$ cat config.mk
export PLATFORM = sky130hd
export DESIGN_NAME = uart_baud_gen
export DESIGN_NICKNAME = d
export VERILOG_FILES = /design/src/rtl/baud_pkg.sv /design/src/rtl/baud_prescaler.sv /design/src/rtl/baud_divider.sv /design/src/rtl/baud_oversample.sv /design/src/rtl/baud_channel.sv /design/src/rtl/uart_baud_gen.sv
export SDC_FILE = /design/constraint.sdc
export NUM_CORES = 1
export LEC_CHECK = 0
export ABC_AREA = 1
export BUFFER_PORTS_ARGS = -buffer_cell sky130_fd_sc_hd__clkbuf_2
export CORE_MARGIN = 10
export CORE_UTILIZATION = 48
export CTS_CLUSTER_DIAMETER = 30
export CTS_CLUSTER_SIZE = 16
export DETAILED_ROUTE_END_ITERATION = 7
export GPL_ROUTABILITY_DRIVEN = 0
export HOLD_SLACK_MARGIN = 0.15
export PLACE_DENSITY = 0.66
export SYNTH_ARGS = -nofsm -noshare
export SYNTH_HDL_FRONTEND = slang
export SYNTH_SLANG_ARGS = --single-unit
$ cat constraint.sdc
create_clock -name clk_i -period 1.9 [get_ports clk_i]
set_clock_uncertainty 0.1 [all_clocks]
set_input_delay 0.285 -clock clk_i [delete_from_list [all_inputs] [get_ports clk_i]]
set_output_delay 0.285 -clock clk_i [all_outputs]
set_load 0.01 [all_outputs]
$ cat src/rtl/baud_pkg.sv
package baud_pkg;
  localparam int CKS_W  = 2;
  localparam int CTRL_W = CKS_W + 2;

  typedef enum logic {
    REG_RATE = 1'b0,
    REG_CTRL = 1'b1
  } reg_sel_e;

  typedef struct packed {
    logic             os8;
    logic             dbl;
    logic [CKS_W-1:0] cks;
  } ctrl_t;
endpackage

$ cat src/rtl/baud_prescaler.sv
module baud_prescaler #(
  parameter int CKS_W = 2
) (
  input  logic             clk_i,
  input  logic             rst_ni,
  input  logic             load_i,
  input  logic [CKS_W-1:0] cks_i,
  output logic             tick_o
);
  localparam int PRE_W = 2 * ((1 << CKS_W) - 1);

  logic [PRE_W-1:0] cnt_q;
  logic [PRE_W-1:0] lim;

  // divide by 4^cks
  always_comb lim = PRE_W'((33'd1 << {cks_i, 1'b0}) - 33'd1);
  assign tick_o = (cnt_q == lim);

  always_ff @(posedge clk_i or negedge rst_ni) begin
    if (!rst_ni)     cnt_q <= '0;
    else if (load_i) cnt_q <= '0;
    else if (tick_o) cnt_q <= '0;
    else             cnt_q <= cnt_q + 1'b1;
  end


  pre_every_cycle_chk: assert property (@(posedge clk_i) disable iff (!rst_ni)
    (cks_i == '0) |-> tick_o);


  pre_range_chk: assert property (@(posedge clk_i) disable iff (!rst_ni)
    cnt_q <= lim);
endmodule

$ cat src/rtl/baud_divider.sv
module baud_divider #(
  parameter int RATE_W = 8
) (
  input  logic              clk_i,
  input  logic              rst_ni,
  input  logic              load_i,
  input  logic [RATE_W-1:0] reload_val_i,
  input  logic [RATE_W-1:0] rate_i,
  input  logic              tick_i,
  input  logic              dbl_i,
  output logic              base_o
);
  logic [RATE_W-1:0] cnt_q;
  logic              half_q;
  logic              div_tick;

  assign div_tick = tick_i && (cnt_q == '0);
  // double speed skips the divide-by-two stage
  assign base_o   = div_tick && (dbl_i || half_q);

  always_ff @(posedge clk_i or negedge rst_ni) begin
    if (!rst_ni) begin
      cnt_q  <= '1;
      half_q <= 1'b0;
    end else if (load_i) begin
      cnt_q  <= reload_val_i;
      half_q <= 1'b0;
    end else if (tick_i) begin
      cnt_q <= (cnt_q == '0) ? rate_i : cnt_q - 1'b1;
      if (div_tick) half_q <= ~half_q;
    end
  end


  div_reload_chk: assert property (@(posedge clk_i) disable iff (!rst_ni)
    load_i |=> (cnt_q == $past(reload_val_i)));


  base_spacing_chk: assert property (@(posedge clk_i) disable iff (!rst_ni)
    (!dbl_i && base_o && !load_i) |=> !base_o);
endmodule

$ cat src/rtl/baud_oversample.sv
module baud_oversample #(
  parameter int OS_W = 4
) (
  input  logic clk_i,
  input  logic rst_ni,
  input  logic load_i,
  input  logic base_i,
  input  logic os8_i,
  output logic bit_o
);
  logic [OS_W-1:0] cnt_q;
  logic [OS_W-1:0] lim;

  assign lim   = os8_i ? OS_W'((1 << (OS_W - 1)) - 1) : '1;
  assign bit_o = base_i && (cnt_q == lim);

  always_ff @(posedge clk_i or negedge rst_ni) begin
    if (!rst_ni)     cnt_q <= '0;
    else if (load_i) cnt_q <= '0;
    else if (base_i) cnt_q <= bit_o ? '0 : cnt_q + 1'b1;
  end


  bit_on_base_chk: assert property (@(posedge clk_i) disable iff (!rst_ni)
    bit_o |-> base_i);


  os_range_chk: assert property (@(posedge clk_i) disable iff (!rst_ni)
    os8_i |-> (cnt_q < OS_W'(1 << (OS_W - 1))));


  os_wrap_chk: assert property (@(posedge clk_i) disable iff (!rst_ni)
    (bit_o && !load_i) |=> (cnt_q == '0));
endmodule

$ cat src/rtl/baud_channel.sv
module baud_channel
  import baud_pkg::*;
#(
  parameter int RATE_W = 8
) (
  input  logic              clk_i,
  input  logic              rst_ni,
  input  logic              wr_en_i,
  input  logic              addr_i,
  input  logic [RATE_W-1:0] wdata_i,
  output logic [RATE_W-1:0] rdata_o,
  output logic              base_en_o,
  output logic              bit_en_o
);
  logic [RATE_W-1:0] rate_q;
  ctrl_t             ctrl_q;
  logic [RATE_W-1:0] reload_val;
  logic              tick;
  logic              wr_rate;
  logic              wr_ctrl;

  assign wr_rate = wr_en_i && (addr_i == REG_RATE);
  assign wr_ctrl = wr_en_i && (addr_i == REG_CTRL);

  always_ff @(posedge clk_i or negedge rst_ni) begin
    if (!rst_ni) begin
      rate_q <= '1;
      ctrl_q <= '0;
    end else begin
      if (wr_rate) rate_q <= wdata_i;
      if (wr_ctrl) ctrl_q <= ctrl_t'(wdata_i[CTRL_W-1:0]);
    end
  end

  // any write restarts the chain with the value that will be live next cycle
  assign reload_val = wr_rate ? wdata_i : rate_q;

  always_comb begin
    if (addr_i == REG_RATE) rdata_o = rate_q;
    else                    rdata_o = {{(RATE_W-CTRL_W){1'b0}}, ctrl_q};
  end

  baud_prescaler #(.CKS_W(CKS_W)) u_pre (
    .clk_i  (clk_i),
    .rst_ni (rst_ni),
    .load_i (wr_en_i),
    .cks_i  (ctrl_q.cks),
    .tick_o (tick)
  );

  baud_divider #(.RATE_W(RATE_W)) u_div (
    .clk_i        (clk_i),
    .rst_ni       (rst_ni),
    .load_i       (wr_en_i),
    .reload_val_i (reload_val),
    .rate_i       (rate_q),
    .tick_i       (tick),
    .dbl_i        (ctrl_q.dbl),
    .base_o       (base_en_o)
  );

  baud_oversample #(.OS_W(4)) u_os (
    .clk_i  (clk_i),
    .rst_ni (rst_ni),
    .load_i (wr_en_i),
    .base_i (base_en_o),
    .os8_i  (ctrl_q.os8),
    .bit_o  (bit_en_o)
  );


  rate_wr_chk: assert property (@(posedge clk_i) disable iff (!rst_ni)
    wr_rate |=> (rate_q == $past(wdata_i)));


  every_cycle_chk: assert property (@(posedge clk_i) disable iff (!rst_ni)
    (ctrl_q.dbl && ctrl_q.cks == '0 && rate_q == '0 && !wr_en_i) |=> base_en_o);
endmodule

$ cat src/rtl/uart_baud_gen.sv
module uart_baud_gen #(
  parameter int NUM_CH = 2,
  parameter int RATE_W = 8,
  localparam int CH_W  = (NUM_CH > 1) ? $clog2(NUM_CH) : 1
) (
  input  logic              clk_i,
  input  logic              rst_ni,
  input  logic              wr_en_i,
  input  logic [CH_W-1:0]   ch_i,
  input  logic              addr_i,
  input  logic [RATE_W-1:0] wdata_i,
  output logic [RATE_W-1:0] rdata_o,
  output logic [NUM_CH-1:0] base_en_o,
  output logic [NUM_CH-1:0] bit_en_o
);
  logic [NUM_CH-1:0] wr_vec;
  logic [RATE_W-1:0] rd_arr [NUM_CH];

  for (genvar g = 0; g < NUM_CH; g++) begin : g_ch
    assign wr_vec[g] = wr_en_i && (ch_i == CH_W'(g));

    baud_channel #(.RATE_W(RATE_W)) u_ch (
      .clk_i     (clk_i),
      .rst_ni    (rst_ni),
      .wr_en_i   (wr_vec[g]),
      .addr_i    (addr_i),
      .wdata_i   (wdata_i),
      .rdata_o   (rd_arr[g]),
      .base_en_o (base_en_o[g]),
      .bit_en_o  (bit_en_o[g])
    );
  end

  // unmapped channel index reads zero
  always_comb begin
    rdata_o = '0;
    for (int i = 0; i < NUM_CH; i++)
      if (ch_i == CH_W'(i)) rdata_o = rd_arr[i];
  end


  chan_wr_onehot_chk: assert property (@(posedge clk_i) disable iff (!rst_ni)
    $onehot0(wr_vec));


  bit_base_top_chk: assert property (@(posedge clk_i) disable iff (!rst_ni)
    (bit_en_o & ~base_en_o) == '0);
endmodule

After elaboration in Yosys (flattened, before gate mapping)
Index checks and enable logic that the tools add are counted.
Widths: inputs -> output; s select.
{"block": "op_classes", "add_sub_neg": 8, "eq_ne": 4, "shift": 2, "mux": 29, "n_bitwise": 4, "n_reduce_logical": 24}
{"cell": "$mux 8", "count": 11}
{"cell": "$mux 4", "count": 8}
{"cell": "$mux 6", "count": 4}
{"cell": "$logic_not 8->1", "count": 2}
{"cell": "$sub 8x1->8 const B", "count": 2}
{"cell": "$add 6x1->6 const B", "count": 2}
{"cell": "$eq 6x6->1", "count": 2}
{"cell": "$logic_and 1x1->1", "count": 12}
{"cell": "$reduce_bool 2->1", "count": 6}
{"cell": "$shl 1x3->6 const A", "count": 2}
{"cell": "$sub 6x1->6 const B", "count": 2}
{"cell": "$add 4x1->4 const B", "count": 2}
{"cell": "$eq 4x4->1", "count": 2}
{"cell": "$mux 1", "count": 6}
{"cell": "$not 1->1", "count": 4}
{"cell": "$reduce_and 2->1", "count": 2}
{"cell": "$logic_or 1x1->1", "count": 2}
{"block": "totals", "regBits": 62, "in_bits": 13, "output_inout_bits": 12, "wordCells": 87}

Logic depth before layout (Yosys ltp)
Gate-level depths: netlist (run 1).
{"block": "depth", "word_depth": 9, "mapped_depth": 11, "mapped_depth_nobuf": 11}

Cells and area by module
From an unflattened synthesis (run 1), not the netlist that was laid out.
{"block": "hier_totals", "hier_cells": 576, "hier_area_um2": 4027.6}
{"module": "baud_divider", "instances": 2, "cells_each": 115, "area_per_inst_um2": 775.7}
{"module": "baud_channel", "instances": 2, "cells_each": 74, "area_per_inst_um2": 575.6}
{"module": "baud_prescaler", "instances": 2, "cells_each": 51, "area_per_inst_um2": 357.8}
{"module": "baud_oversample", "instances": 2, "cells_each": 33, "area_per_inst_um2": 246.5}
{"module": "uart_baud_gen", "instances": 1, "cells_each": 30, "area_per_inst_um2": 116.4}

Worst setup path after synthesis (run 1)
Ideal clock, no wire load.
{"block": "synth_path", "path_type": "reg-to-output", "from": "reg g_ch[0].u_ch.u_div.cnt_q[1]", "to": "out bit_en_o[0]", "arrival_time_ns": 1.373, "setup_slack_ns": 0.142, "path_stages_with_launch": 10, "path_buffers": 1, "cell_sequence": "dfstp_2 > inv_1 > ha_1 > nand2_2 > nor2_4 > nand3_4 > nor2_4 > nand2_2 > nor2_1 > buf_4"}
{"block": "synth_via", "elab_chain_len": 4}
{"element": "start, declared", "line": "baud_divider.sv:13", "source": "logic [RATE_W-1:0] cnt_q;"}
{"element": "start signal, assigned", "line": "baud_divider.sv:26", "source": "cnt_q <= reload_val_i;"}
{"element": "start signal, assigned", "line": "baud_divider.sv:29", "source": "cnt_q <= (cnt_q == '0) ? rate_i : cnt_q - 1'b1;"}
{"element": "$logic_not 8->1", "line": "baud_divider.sv:17", "source": "assign div_tick = tick_i && (cnt_q == '0);"}
{"element": "$logic_and 1x1->1", "line": "baud_divider.sv:17"}
{"element": "$logic_and 1x1->1", "line": "baud_divider.sv:19", "source": "assign base_o = div_tick && (dbl_i || half_q);"}
{"element": "$logic_and 1x1->1", "line": "baud_oversample.sv:15", "source": "assign bit_o = base_i && (cnt_q == lim);"}
{"element": "end, declared", "line": "uart_baud_gen.sv:14", "source": "output logic [NUM_CH-1:0] bit_en_o"}
No other way between the ends.

Worst setup path in the final report (run 1)
{"block": "layout_path", "from": "reg g_ch[0].u_ch.u_div.cnt_q[1]", "to": "out base_en_o[0]"}
{"block": "layout_via", "elab_chain_len": 3}
{"element": "$logic_not 8->1", "line": "baud_divider.sv:17"}
{"element": "$logic_and 1x1->1", "line": "baud_divider.sv:17"}
{"element": "$logic_and 1x1->1", "line": "baud_divider.sv:19"}
{"element": "end, declared", "line": "uart_baud_gen.sv:13", "source": "output logic [NUM_CH-1:0] base_en_o,"}
No other way between the ends.

==> results of run 1 <==
==> metrics by stage <==
| step | setup TNS, ns | util (%) | power, mW |
|---|---|---|---|
| 2_1_floorplan | 0 | - | 3.48 |
| 3_3_place_gp | 0 | 53.2 | 3.87 |
| 3_5_place_dp | 0 | 53.2 | 3.91 |
| 4_1_cts | -0.253 | 59.2 | 5.18 |
| 5_1_grt | -0.681 | 59.8 | 5.67 |
| 6_report | -0.277 | 59.8 | 5.23 |
==> power by group <==
group | internal, mW | switching (mW) | total, mW
clock | 0.460 | 0.494 | 0.955
sequential | 1.81 | 0.323 | 2.13
combinational | 0.908 | 1.24 | 2.14
total | 3.18 | 2.05 | 5.23
==> cells by family (layout without fill, tap and decap cells) <==
group,Yosys count,after routing,share of synthesized area [%]
AO/OA/AOI/OAI,76,76,12.4
adder cells (fa/ha/maj),6,6,2.03
flip-flops,62,62,43.0
AND/OR/NAND/NOR,238,238,30.8
buffers and inverters,68,134,8.48
XOR/XNOR,14,14,3.31
==> area by class of cell <==
cell class	count	area, sq um
inverter	54	205
multi-input combinational	334	1870
sequential	62	1590
clock inverter	3	15.0
clock buffer	12	135
tap	99	124
timing repair buffer	65	469
fill	659	2960
==> critical path, delay by kind of cell (launching register included) <==
kind,cells,cell delay [ns]
adder cells (fa/ha/maj),1,0.15
flip-flops,1,0.37
AND/OR/NAND/NOR,4,0.40
buffers and inverters,3,0.40
==> per-layer routing <==
| metal | global-route usage [%] | part of all wire [%] |
|---|---|---|
| met1 | 19.8 | 46 |
| met3 | 4.13 | 3.9 |
| met4 | 4.39 | 1.6 |
| met5 | 0 | 0 |
| met2 | 25.5 | 49 |
==> what timing repair did <==
item / CTS / global route
buffers inserted: 18 / 5
pin swaps: 20 / 7
hold buffers: 9 / 0
endpoints found under the setup margin: 4 / 6
endpoints found under the hold margin: 75 / 0
resized for setup: 20 / 12
==> worst paths after layout <==
kind,to,slack (ns),depth (start not counted)
max in group asynchronous,g_ch[0].u_ch.u_div.cnt_q[7],0.98,3
worst min register to register,g_ch[0].u_ch.u_pre.cnt_q[0],0.39,1
worst max register to register,g_ch[0].u_ch.u_div.cnt_q[0],0.24,10
worst min-delay path,g_ch[0].u_ch.u_div.cnt_q[5],0.26,5
min in group asynchronous,g_ch[1].u_ch.u_pre.cnt_q[5],0.41,3
worst max-delay path,base_en_o[0],-0.14,8
==> state kept, by name, summed over array words and instances (netlist names) <==
| register | cells |
|---|---|
| g_ch.u_ch.ctrl_q | 8 |
| g_ch.u_ch.rate_q | 16 |
| g_ch.u_ch.u_div.cnt_q | 16 |
| g_ch.u_ch.u_div.half_q | 2 |
| g_ch.u_ch.u_os.cnt_q | 8 |
| g_ch.u_ch.u_pre.cnt_q | 12 |
==> synth_stat cells <==
master	n	area, sq um
a21oi_1	11	55.1
a21oi_2	3	26.3
a22oi_1	1	7.51
a31oi_1	1	6.26
buf_1	1	3.75
buf_4	7	52.6
buf_6	4	45.0
clkbuf_1	2	7.51
clkinv_1	1	3.75
dfrtp_1	30	751
dfstp_2	32	841
ha_1	6	75.1
inv_1	45	169
inv_2	7	26.3
inv_4	1	6.26
nand2_1	127	477
nand2_2	7	43.8
nand2_4	2	22.5
nand2_8	1	20.0
nand3_1	32	160
nand3_2	1	10.0
nand3_4	2	35.0
nand4_1	6	37.5
nor2_1	45	169
nor2_2	1	6.26
nor2_4	5	56.3
nor2_8	3	60.1
nor3_1	2	10.0
nor3_4	1	16.3
o211ai_1	10	75.1
o211ai_2	1	12.5
o21ai_0	38	190
o21ai_1	4	20.0
o21ai_2	4	35.0
o21bai_1	1	7.51
o221ai_2	1	15.0
o31ai_1	1	7.51
or2_0	1	6.26
or2_2	2	12.5
xnor2_1	4	35.0
xor2_1	10	87.6
==> reports/qor.yml, run 1 <==
routing:
  ant_nets: 0
  wire_per_inst_um: 13.2
  vias: 3138
  drc_errors: 0
  drt-total-wl_um: 8310
  viasPerCell: 4.99
  drtIter0Drc: 165
  first_pass_iters: 4
sta:
  setup_ws_ns: -0.139
  rsz0062_at_grt: "yes"
  finalCritPeriodShare_pct: 107
  slew_headroom_pct: 77.9
  setup_violations: 3
  worstMarginPinSlew_ns: 0.331
  max_freq_ghz: 0.490
  period_needed_ns: 2.04
  final-max-slew-violation-count: 0
  hold_viol: 0
  holdWs_ns: 0.260
global_routing:
  grt_max_degree: 63
  grt_pass1_vias: 3068
  grt-ovfl-total: 0
  grt_pass1_wl_um: 14700
  grtUsageTotal_pct: 15.6
  grt_antenna_before_repair: 0
synthesis:
  synthCells: 464
  yosysSeqAreaShare_pct: 43.0
  syn_nets: 483
  ys_seq_elements: 62
  synth_area_sq_um: 3700
  synth_area_per_cell_sq_um: 7.98
  synth.distinct_cells: 41
  synth_warnings: 0
floorplan:
  num_io_pins: 25
  rows: 31
  core_area_sq_um: 7370
  die_h_um: 108
  die_w_um: 108
  start_util_pct: 50.3
  die_area_sq_um: 11600
clock_network:
  cts_root_buf: "clkbuf_8"
  clk_latency_ns: 0.34
  cts_buffer_depth: 2
  cts_buffers: 9
  tritoncts: "done"
  cts.sink_count: 62
  cts_max_level: 3
  clk_pin_slew_ns: 0.06
placement:
  io_buffers: 24
  post-place-ws_ns: 0.0320
  dp_hpwl_um: 5760
  place_area_sq_um: 3920
  dp_cells: 582
final_layout:
  drive_above_1_share_pct: 29.6
  syn_to_final_growth_pct: 19.1
  mostFrequentLayoutCells: "125 x nand2_1, 42 x nor2_1, 40 x inv_1, 33 x o21ai_0, 32 x dfstp_2"
  layout_commonest_cell: "nand2_1"
  diodes: 0
  fin_area_sq_um: 4410
  finalNonFillerCells: 629
  fin_nets: 545
critical_path:
  criticalPathCategory: "reg2out"
  path_cells: "inv_2, ha_4, nand2_4, nor2_4, nand3_4, buf_4, nor3_4, buf_2"
  worstPathArrival_ns: 1.65
  endpoint_kind: "output port"
  critical_path.reg2reg.startpoint: "g_ch[0].u_ch.ctrl_q[1]"
  critPathMaxFanout: 3
  worstPathRequired_ns: 1.51
  cp_slowest_cell: "dfstp_2"
  cpPeakStageDelay_ns: 0.37
  cp-startpoint: "g_ch[0].u_ch.u_div.cnt_q[1]"
  start_kind: "register"
power_and_ir_drop:
  p_leak_nw: 2.16
  p_per_area_nw_per_um2: 1190
  ir_drop_mv: 0.832
flow_run:
  drv_cap: 0
run_status:
  violations: "setup timing"
  status: "finished, violations left"
worst_hold_path:
  hp-class: "in2reg"
  hold_start: "wr_en_i"
(Power assumes the default switching activity.)
==> inputs of run 2 (changes only) <==
Settings changed: BUFFER_PORTS_ARGS -buffer_cell sky130_fd_sc_hd__clkbuf_2 to not set, DONT_BUFFER_PORTS set to 1, PLACE_DENSITY 0.66 to not set.
==> reports/qor.yml, run 2 (same netlist as run 1, synthesis figures left out) <==
run_status:
  status: "finished, violations left"
  violations: "setup timing"
final_layout:
  post-route-util_pct: 59.8  # about the same
  fin_nets: 529  # -2.9%
  diodes: 0  # unchanged
  syn_to_final_growth_pct: 19.0  # about the same
  mostFrequentLayoutCells: "122 x nand2_1, 41 x nor2_1, 41 x inv_1, 35 x o21ai_0, 32 x dfstp_2"
  drive_above_1_share_pct: 27.0  # -2.6 points
  reg.largest.list: "g_ch.u_ch.rate_q x16, g_ch.u_ch.u_div.cnt_q x16, g_ch.u_ch.u_pre.cnt_q x12"
  layout_commonest_cell: "nand2_1"
routing:
  drc_errors: 0  # unchanged
  drtIter0Drc: 151  # -8.5%
  first_pass_iters: 4  # unchanged
  ant_nets: 0  # unchanged
  wire_per_inst_um: 14.0  # +6.0%
  vias: 3102  # -1.1%
  viasPerCell: 5.05  # +1.3%
  drt-total-wl_um: 8600  # +3.5%
power_and_ir_drop:
  p_sw_share_pct: 39.0  # -0.29 points
  p_sw_mw: 2.05  # -0.21%
  p_per_area_nw_per_um2: 1190  # +0.61%
  pwr-share-comb_pct: 40.0  # -1.0 points
  ir_drop_mv: 0.752  # -9.6%
  clkPwrFrac_pct: 19.3  # +1.0 points
  p_leak_nw: 2.09  # -3.1%
  seq_power_share_pct: 40.6  # -0.2 points
  intPower_mw: 3.21  # +1.0%
critical_path:
  crit_top_cell: "nor2_4"
  path_cells: "inv_2, ha_4, nand2_4, nor2_4, nand3_4, nor2_4, nand2_2, nor2_4"
  critical_path.reg2reg.startpoint: "g_ch[0].u_ch.ctrl_q[1]"
  endpoint: "bit_en_o[0]"
  worstPathArrival_ns: 1.55  # -0.10 ns
  criticalPathCategory: "reg2out"
  cp-startpoint: "g_ch[0].u_ch.u_div.cnt_q[1]"
  reg2reg_depth: 10  # unchanged
  worstPathRequired_ns: 1.51  # about the same
  worst-r2r-setup-slack_ns: 0.25  # about the same
  critPathMaxFanout: 3  # unchanged
  start_kind: "register"
  endpoint_kind: "output port"
  worst-path-buf-inv: 1  # -2
  cpPeakStageDelay_ns: 0.37  # about the same
  cp_top_family: "simple AND/OR/NAND/NOR gates"
  path_depth: 8  # unchanged
  cp_slowest_cell: "dfstp_2"
  r2r_end: "g_ch[0].u_ch.u_div.cnt_q[1]"
sta:
  setup_ws_ns: -0.0380  # +0.101 ns
  finalCritPeriodShare_pct: 102  # -5.3 points
  period_needed_ns: 1.94  # -0.101 ns
  tns_ns: -0.0550  # +0.222 ns
  worstMarginPinSlew_ns: 0.530  # +0.199 ns
  rsz0062_at_grt: "yes"
  hold_viol: 0  # unchanged
  slew_headroom_pct: 64.3  # -14 points
  max_freq_ghz: 0.516  # +5.2%
  holdWs_ns: 0.159  # -0.100 ns
  final-max-slew-violation-count: 0  # unchanged
  setup_violations: 2  # -1
floorplan:
  start_util_pct: 50.3  # unchanged
  rows: 31  # unchanged
  die_h_um: 108  # unchanged
  core_area_sq_um: 7370  # unchanged
  num_io_pins: 25  # unchanged
  die_w_um: 108  # unchanged
  die_area_sq_um: 11600  # unchanged
clock_network:
  clk_latency_ns: 0.34  # about the same
  clk_pin_slew_ns: 0.07  # about the same
  cts_buffer_depth: 2  # unchanged
  cts.sink_count: 62  # unchanged
  cts_root_buf: "clkbuf_8"
  cts_buffers: 9  # unchanged
  tritoncts: "done"
  cts_max_level: 3  # unchanged
global_routing:
  grt_antenna_before_repair: 0  # unchanged
  grt_pass1_vias: 3124  # +1.8%
  grt-ovfl-total: 0  # unchanged
  grt_max_degree: 63  # unchanged
  grt_pass1_wl_um: 15000  # +2.1%
  grtUsageTotal_pct: 16.1  # +0.54 points
worst_hold_path:
  hp-class: "in2reg"
placement:
  io_buffers: 0  # -100%
  dp_hpwl_um: 5900  # +2.4%
flow_run:
  drv_cap: 0  # unchanged
## run 2: worst min-delay path by stage
stage,startpoint,endpoint,cells after the start
2_1_floorplan,rst_ni,g_ch[0].u_ch.ctrl_q[0],0
3_3_place_gp,rst_ni,g_ch[1].u_ch.u_pre.cnt_q[4],0
3_5_place_dp,rst_ni,g_ch[1].u_ch.u_pre.cnt_q[4],0
4_1_cts,wr_en_i,g_ch[1].u_ch.u_div.half_q,3
5_1_grt,wr_en_i,g_ch[1].u_ch.u_div.half_q,3
6_report,wr_en_i,g_ch[1].u_ch.u_div.half_q,3
## run 2: repair_timing
| item | in CTS | in global routing |
|---|---|---|
| pin swaps | 19 | 9 |
| hold endpoints to repair | 94 | 0 |
| gates resized for setup | 20 | 11 |
| hold buffers | 20 | 0 |
| buffers inserted | 15 | 4 |
| setup endpoints to repair | 4 | 5 |
## run 2: tightest hold or removal path, delay by kind of cell
kind | cells | cell delay, ns
compound gates | 2 | 0.16
simple gates | 1 | 0.11
## run 2: layout make-up
type / count / area (sq um)
flip-flops and latches: 62 / 1600
fillers: 677 / 2960
multi-input cells: 334 / 1880
clock inverters: 4 / 21.3
repair buffers: 49 / 435
clock buffers: 12 / 145
well taps: 99 / 124
inverters: 54 / 205
## run 2: routing by layer
| metal | vias to the layer above | global-route usage (%) | wire, um | part of all wire (%) |
|---|---|---|---|---|
| li1 | 1583 | - | - | - |
| met1 | 1460 | 19.7 | 3930 | 46 |
| met2 | 36 | 26.5 | 4150 | 48 |
| met3 | 23 | 3.71 | 279 | 3.2 |
| met4 | 0 | 7.16 | 238 | 2.8 |
| met5 | - | 0 | 0 | 0 |
## run 2: power groups by stage
| stage | logic (mW) | clock network [mW] | registers (mW) |
|---|---|---|---|
| floorplan | 1.43 | 0 | 2.06 |
| global placement | 1.68 | 0 | 2.13 |
| detailed placement | 1.72 | 0 | 2.14 |
| CTS | 2.02 | 1.05 | 2.12 |
| global route | 2.39 | 1.11 | 2.20 |
| finish | 2.11 | 1.02 | 2.14 |
## run 2: stage by stage
stage                     total power, mW  cell area (sq um)  setup WS (ns)  std cells
after floorplan                      3.48               3700          0.142        464
after global placement               3.82               3790         0.0851        559
after detailed placement             3.86               3790         0.0520        559
after CTS                            5.19               4350        -0.0568        610
after global routing                 5.70               4410         -0.132        614
final                                5.26               4410        -0.0380        614
==> inputs of run 3 (changes only) <==
Settings changed: ABC_AREA 1 to not set, CTS_CLUSTER_SIZE 16 to 14.
==> reports/qor.yml, run 3 <==
sta:
  finalCritPeriodShare_pct: 123  # +21 points
  slew_headroom_pct: 53.1  # -11 points
  rsz0062_at_grt: "yes"
  final-max-slew-violation-count: 0  # unchanged
  hold_viol: 0  # unchanged
  setup_violations: 29  # +27
  setup_ws_ns: -0.440  # -0.402 ns
  worstMarginPinSlew_ns: 0.702  # +0.171 ns
  max_freq_ghz: 0.427  # -17%
  period_needed_ns: 2.34  # +0.402 ns
  holdWs_ns: 0.176  # +0.0169 ns
floorplan:
  core_area_sq_um: 7250  # -1.6%
  rows: 31  # unchanged
  die_h_um: 106  # -1.3%
  die_w_um: 106  # -1.3%
  num_io_pins: 25  # unchanged
  die_area_sq_um: 11300  # -2.5%
  start_util_pct: 49.5  # -0.78 points
final_layout:
  syn_to_final_growth_pct: 34.5
  reg.largest.list: "g_ch.u_ch.rate_q x16, g_ch.u_ch.u_div.cnt_q x16, g_ch.u_ch.u_pre.cnt_q x12"
  diodes: 0  # unchanged
  post-route-util_pct: 66.6  # +6.8 points
  fin_nets: 448  # -15%
  multi_input_area_sq_um: 2110  # +12%
  drive_above_1_share_pct: 44.7  # +18 points
  layout_commonest_cell: "buf_4"
  nFillCells: 571  # -16%
  fin_area_sq_um: 4830  # +9.5%
  seqCellArea_sq_um: 1590  # -0.31%
  mostFrequentLayoutCells: "55 x buf_4, 35 x nor2_1, 32 x dfstp_2, 30 x dfrtp_1, 26 x mux2_2"
synthesis:
  synth_warnings: 0  # unchanged
  ys_seq_elements: 62  # unchanged
  synth_top_area_share_pct: 23.4  # +0.73 points
  ys_top_cells_by_count: "36 x nor2_1, 32 x dfstp_2, 30 x dfrtp_1, 26 x mux2_2, 21 x nand2_1"
  yosysMostFrequentCell: "nor2_1"
  synth_area_per_cell_sq_um: 10.1  # +27%
  synthFlopType: "dfstp_2"
  async_flop_share_pct: 100  # unchanged
  yosys-top-cells-area: "dfstp_2 23%, dfrtp_1 21%, mux2_2 8.2%"
  yosysSeqAreaShare_pct: 44.4  # +1.4 points
  synthCells: 354  # -24%
  yosysTopAreaCell: "dfstp_2"
  synth_area_sq_um: 3590  # -3.1%
  synth.distinct_cells: 56  # +37%
  syn_nets: 373  # -23%
  synth_edf_count: 0  # unchanged
placement:
  dp_hpwl_um: 6600  # +12%
  post-place-ws_ns: -0.187  # -0.239 ns
  io_buffers: 0  # unchanged
  place_area_sq_um: 4140  # +9.0%
worst_hold_path:
  hp-class: "in2reg"
clock_network:
  clk_latency_ns: 0.34  # about the same
  cts_root_buf: "clkbuf_8"
  tritoncts: "done"
  clk_pin_slew_ns: 0.08  # about the same
  cts_buffer_depth: 2  # unchanged
  cts.sink_count: 62  # unchanged
  cts_buffers: 9  # unchanged
  cts_max_level: 3  # unchanged
critical_path:
  critPathMaxFanout: 3  # unchanged
  endpoint_kind: "output port"
  worstPathRequired_ns: 1.51  # about the same
  cp_top_family: "simple AND/OR/NAND/NOR gates"
  start_kind: "register"
  criticalPathCategory: "reg2out"
  cpPeakStageDelay_ns: 0.50  # +0.13 ns
  cp_slowest_cell: "or4_1"
  path_cells: "or4_1, o21a_1, buf_6, a211oi_4, and3_4"
  worst-path-buf-inv: 1  # unchanged
  worstPathArrival_ns: 1.96  # +0.41 ns
routing:
  drc_errors: 0  # unchanged
  wire_per_inst_um: 18.2  # +30%
  drtIter0Drc: 160  # +6.0%
  viasPerCell: 5.74  # +14%
  drt-total-wl_um: 9700  # +13%
  first_pass_iters: 4  # unchanged
  vias: 3060  # -1.4%
  ant_nets: 0  # unchanged
global_routing:
  grt_max_degree: 63  # unchanged
  grt_pass1_vias: 3179  # +1.8%
  grtUsageTotal_pct: 17.7  # +1.6 points
  grt-ovfl-total: 0  # unchanged
  grt_pass1_wl_um: 16100  # +7.4%
  grt_antenna_before_repair: 0  # unchanged
power_and_ir_drop:
  p_leak_nw: 1.96  # -6.2%
  p_per_area_nw_per_um2: 1200  # +0.81%
  power.total_mw: 5.81  # +10%
  ir_drop_mv: 0.618  # -18%
run_status:
  violations: "setup timing"
  status: "finished, violations left"
flow_run:
  drv_cap: 0  # unchanged
-- run 3: cell count changes in the layout (fill, tap and decap cells not counted), moves of 8 or more --
cell / delta
inv_1: -36
nor2_4: -8
nand2_1: -103
a31oi_1: +12
o21ai_0: -29
nand2_2: -10
mux2_2: +26
buf_6: +16
nand3_1: -17
dlygate4sd3_1: -9
nor2b_1: +11
a211oi_1: +11
buf_4: +26
-- run 3: logic make-up after synthesis --
kind of cell	after synthesis	synth area share, %
DFF	62	44.4
adders and majority gates	6	2.09
AOI/OAI and AO/OA	80	15.8
xor gates and xnor gates	14	3.42
muxes	37	12.6
and+or+nand+nor	126	18.3
buffers and inverters	29	3.45
-- run 3: path summary, 6_finish.rpt --
kind / startpoint / end / slack (ns) / cells after the start
worst max-delay path: g_ch[1].u_ch.ctrl_q[1] / bit_en_o[1] / -0.44 / 5
worst min-delay path: ch_i / g_ch[0].u_ch.u_div.cnt_q[7] / 0.18 / 3
worst max register to register: g_ch[0].u_ch.u_div.cnt_q[0] / g_ch[0].u_ch.u_os.cnt_q[2] / -0.27 / 9
worst min register to register: g_ch[0].u_ch.u_div.cnt_q[6] / g_ch[0].u_ch.u_div.cnt_q[6] / 0.43 / 2
max in group asynchronous: rst_ni / g_ch[0].u_ch.u_div.cnt_q[3] / 1.00 / 2
min in group asynchronous: rst_ni / g_ch[0].u_ch.u_pre.cnt_q[3] / 0.36 / 2
-- run 3: through the flow --
stage	TNS (ns)	cells
3_3_place_gp	-2.04	493
4_1_cts	-5.27	532
2_1_floorplan	-1.54	354
5_1_grt	-7.69	533
6_report	-5.16	533
3_5_place_dp	-2.81	493
-- run 3: tightest hold or removal path: cells and delay by family --
kind	cells	cell delay [ns]
AO/OA/AOI/OAI	1	0.14
AND/OR/NAND/NOR	2	0.17
-- run 3: metal layers --
metal | vias up | track usage [%] | share of wire, %
met5 | - | 0 | 0
met4 | 0 | 8.03 | 2.8
met3 | 19 | 3.56 | 3.4
met2 | 52 | 30.0 | 50
met1 | 1531 | 21.3 | 44
li1 | 1458 | - | -
-- run 3: what timing repair did --
action | CTS | global route
setup endpoints to repair | 32 | 38
gates cloned | 1 | 0
setup buffers | 11 | 2
hold buffers | 11 | 0
endpoints found under the hold margin | 101 | 0
resized for setup | 28 | 26
pin swaps | 25 | 22
-- run 3: layout make-up --
| cell class | count | area share, % |
|---|---|---|
| flip-flops and latches | 62 | 33.0 |
| repair buffers | 83 | 15.2 |
| clock inverters | 7 | 2.33 |
| multi-input cells | 264 | 43.6 |
| clock buffers | 9 | 2.57 |
| well taps | 99 | 2.57 |
| inverters | 9 | 0.700 |
-- run 3: power breakdown --
part           total [mW]  leakage [nW]  internal [mW]  switching [mW]
clock                1.41         0.111          0.862           0.552
combinational        2.39          1.12           1.27            1.12
sequential           2.01         0.730           1.75           0.257
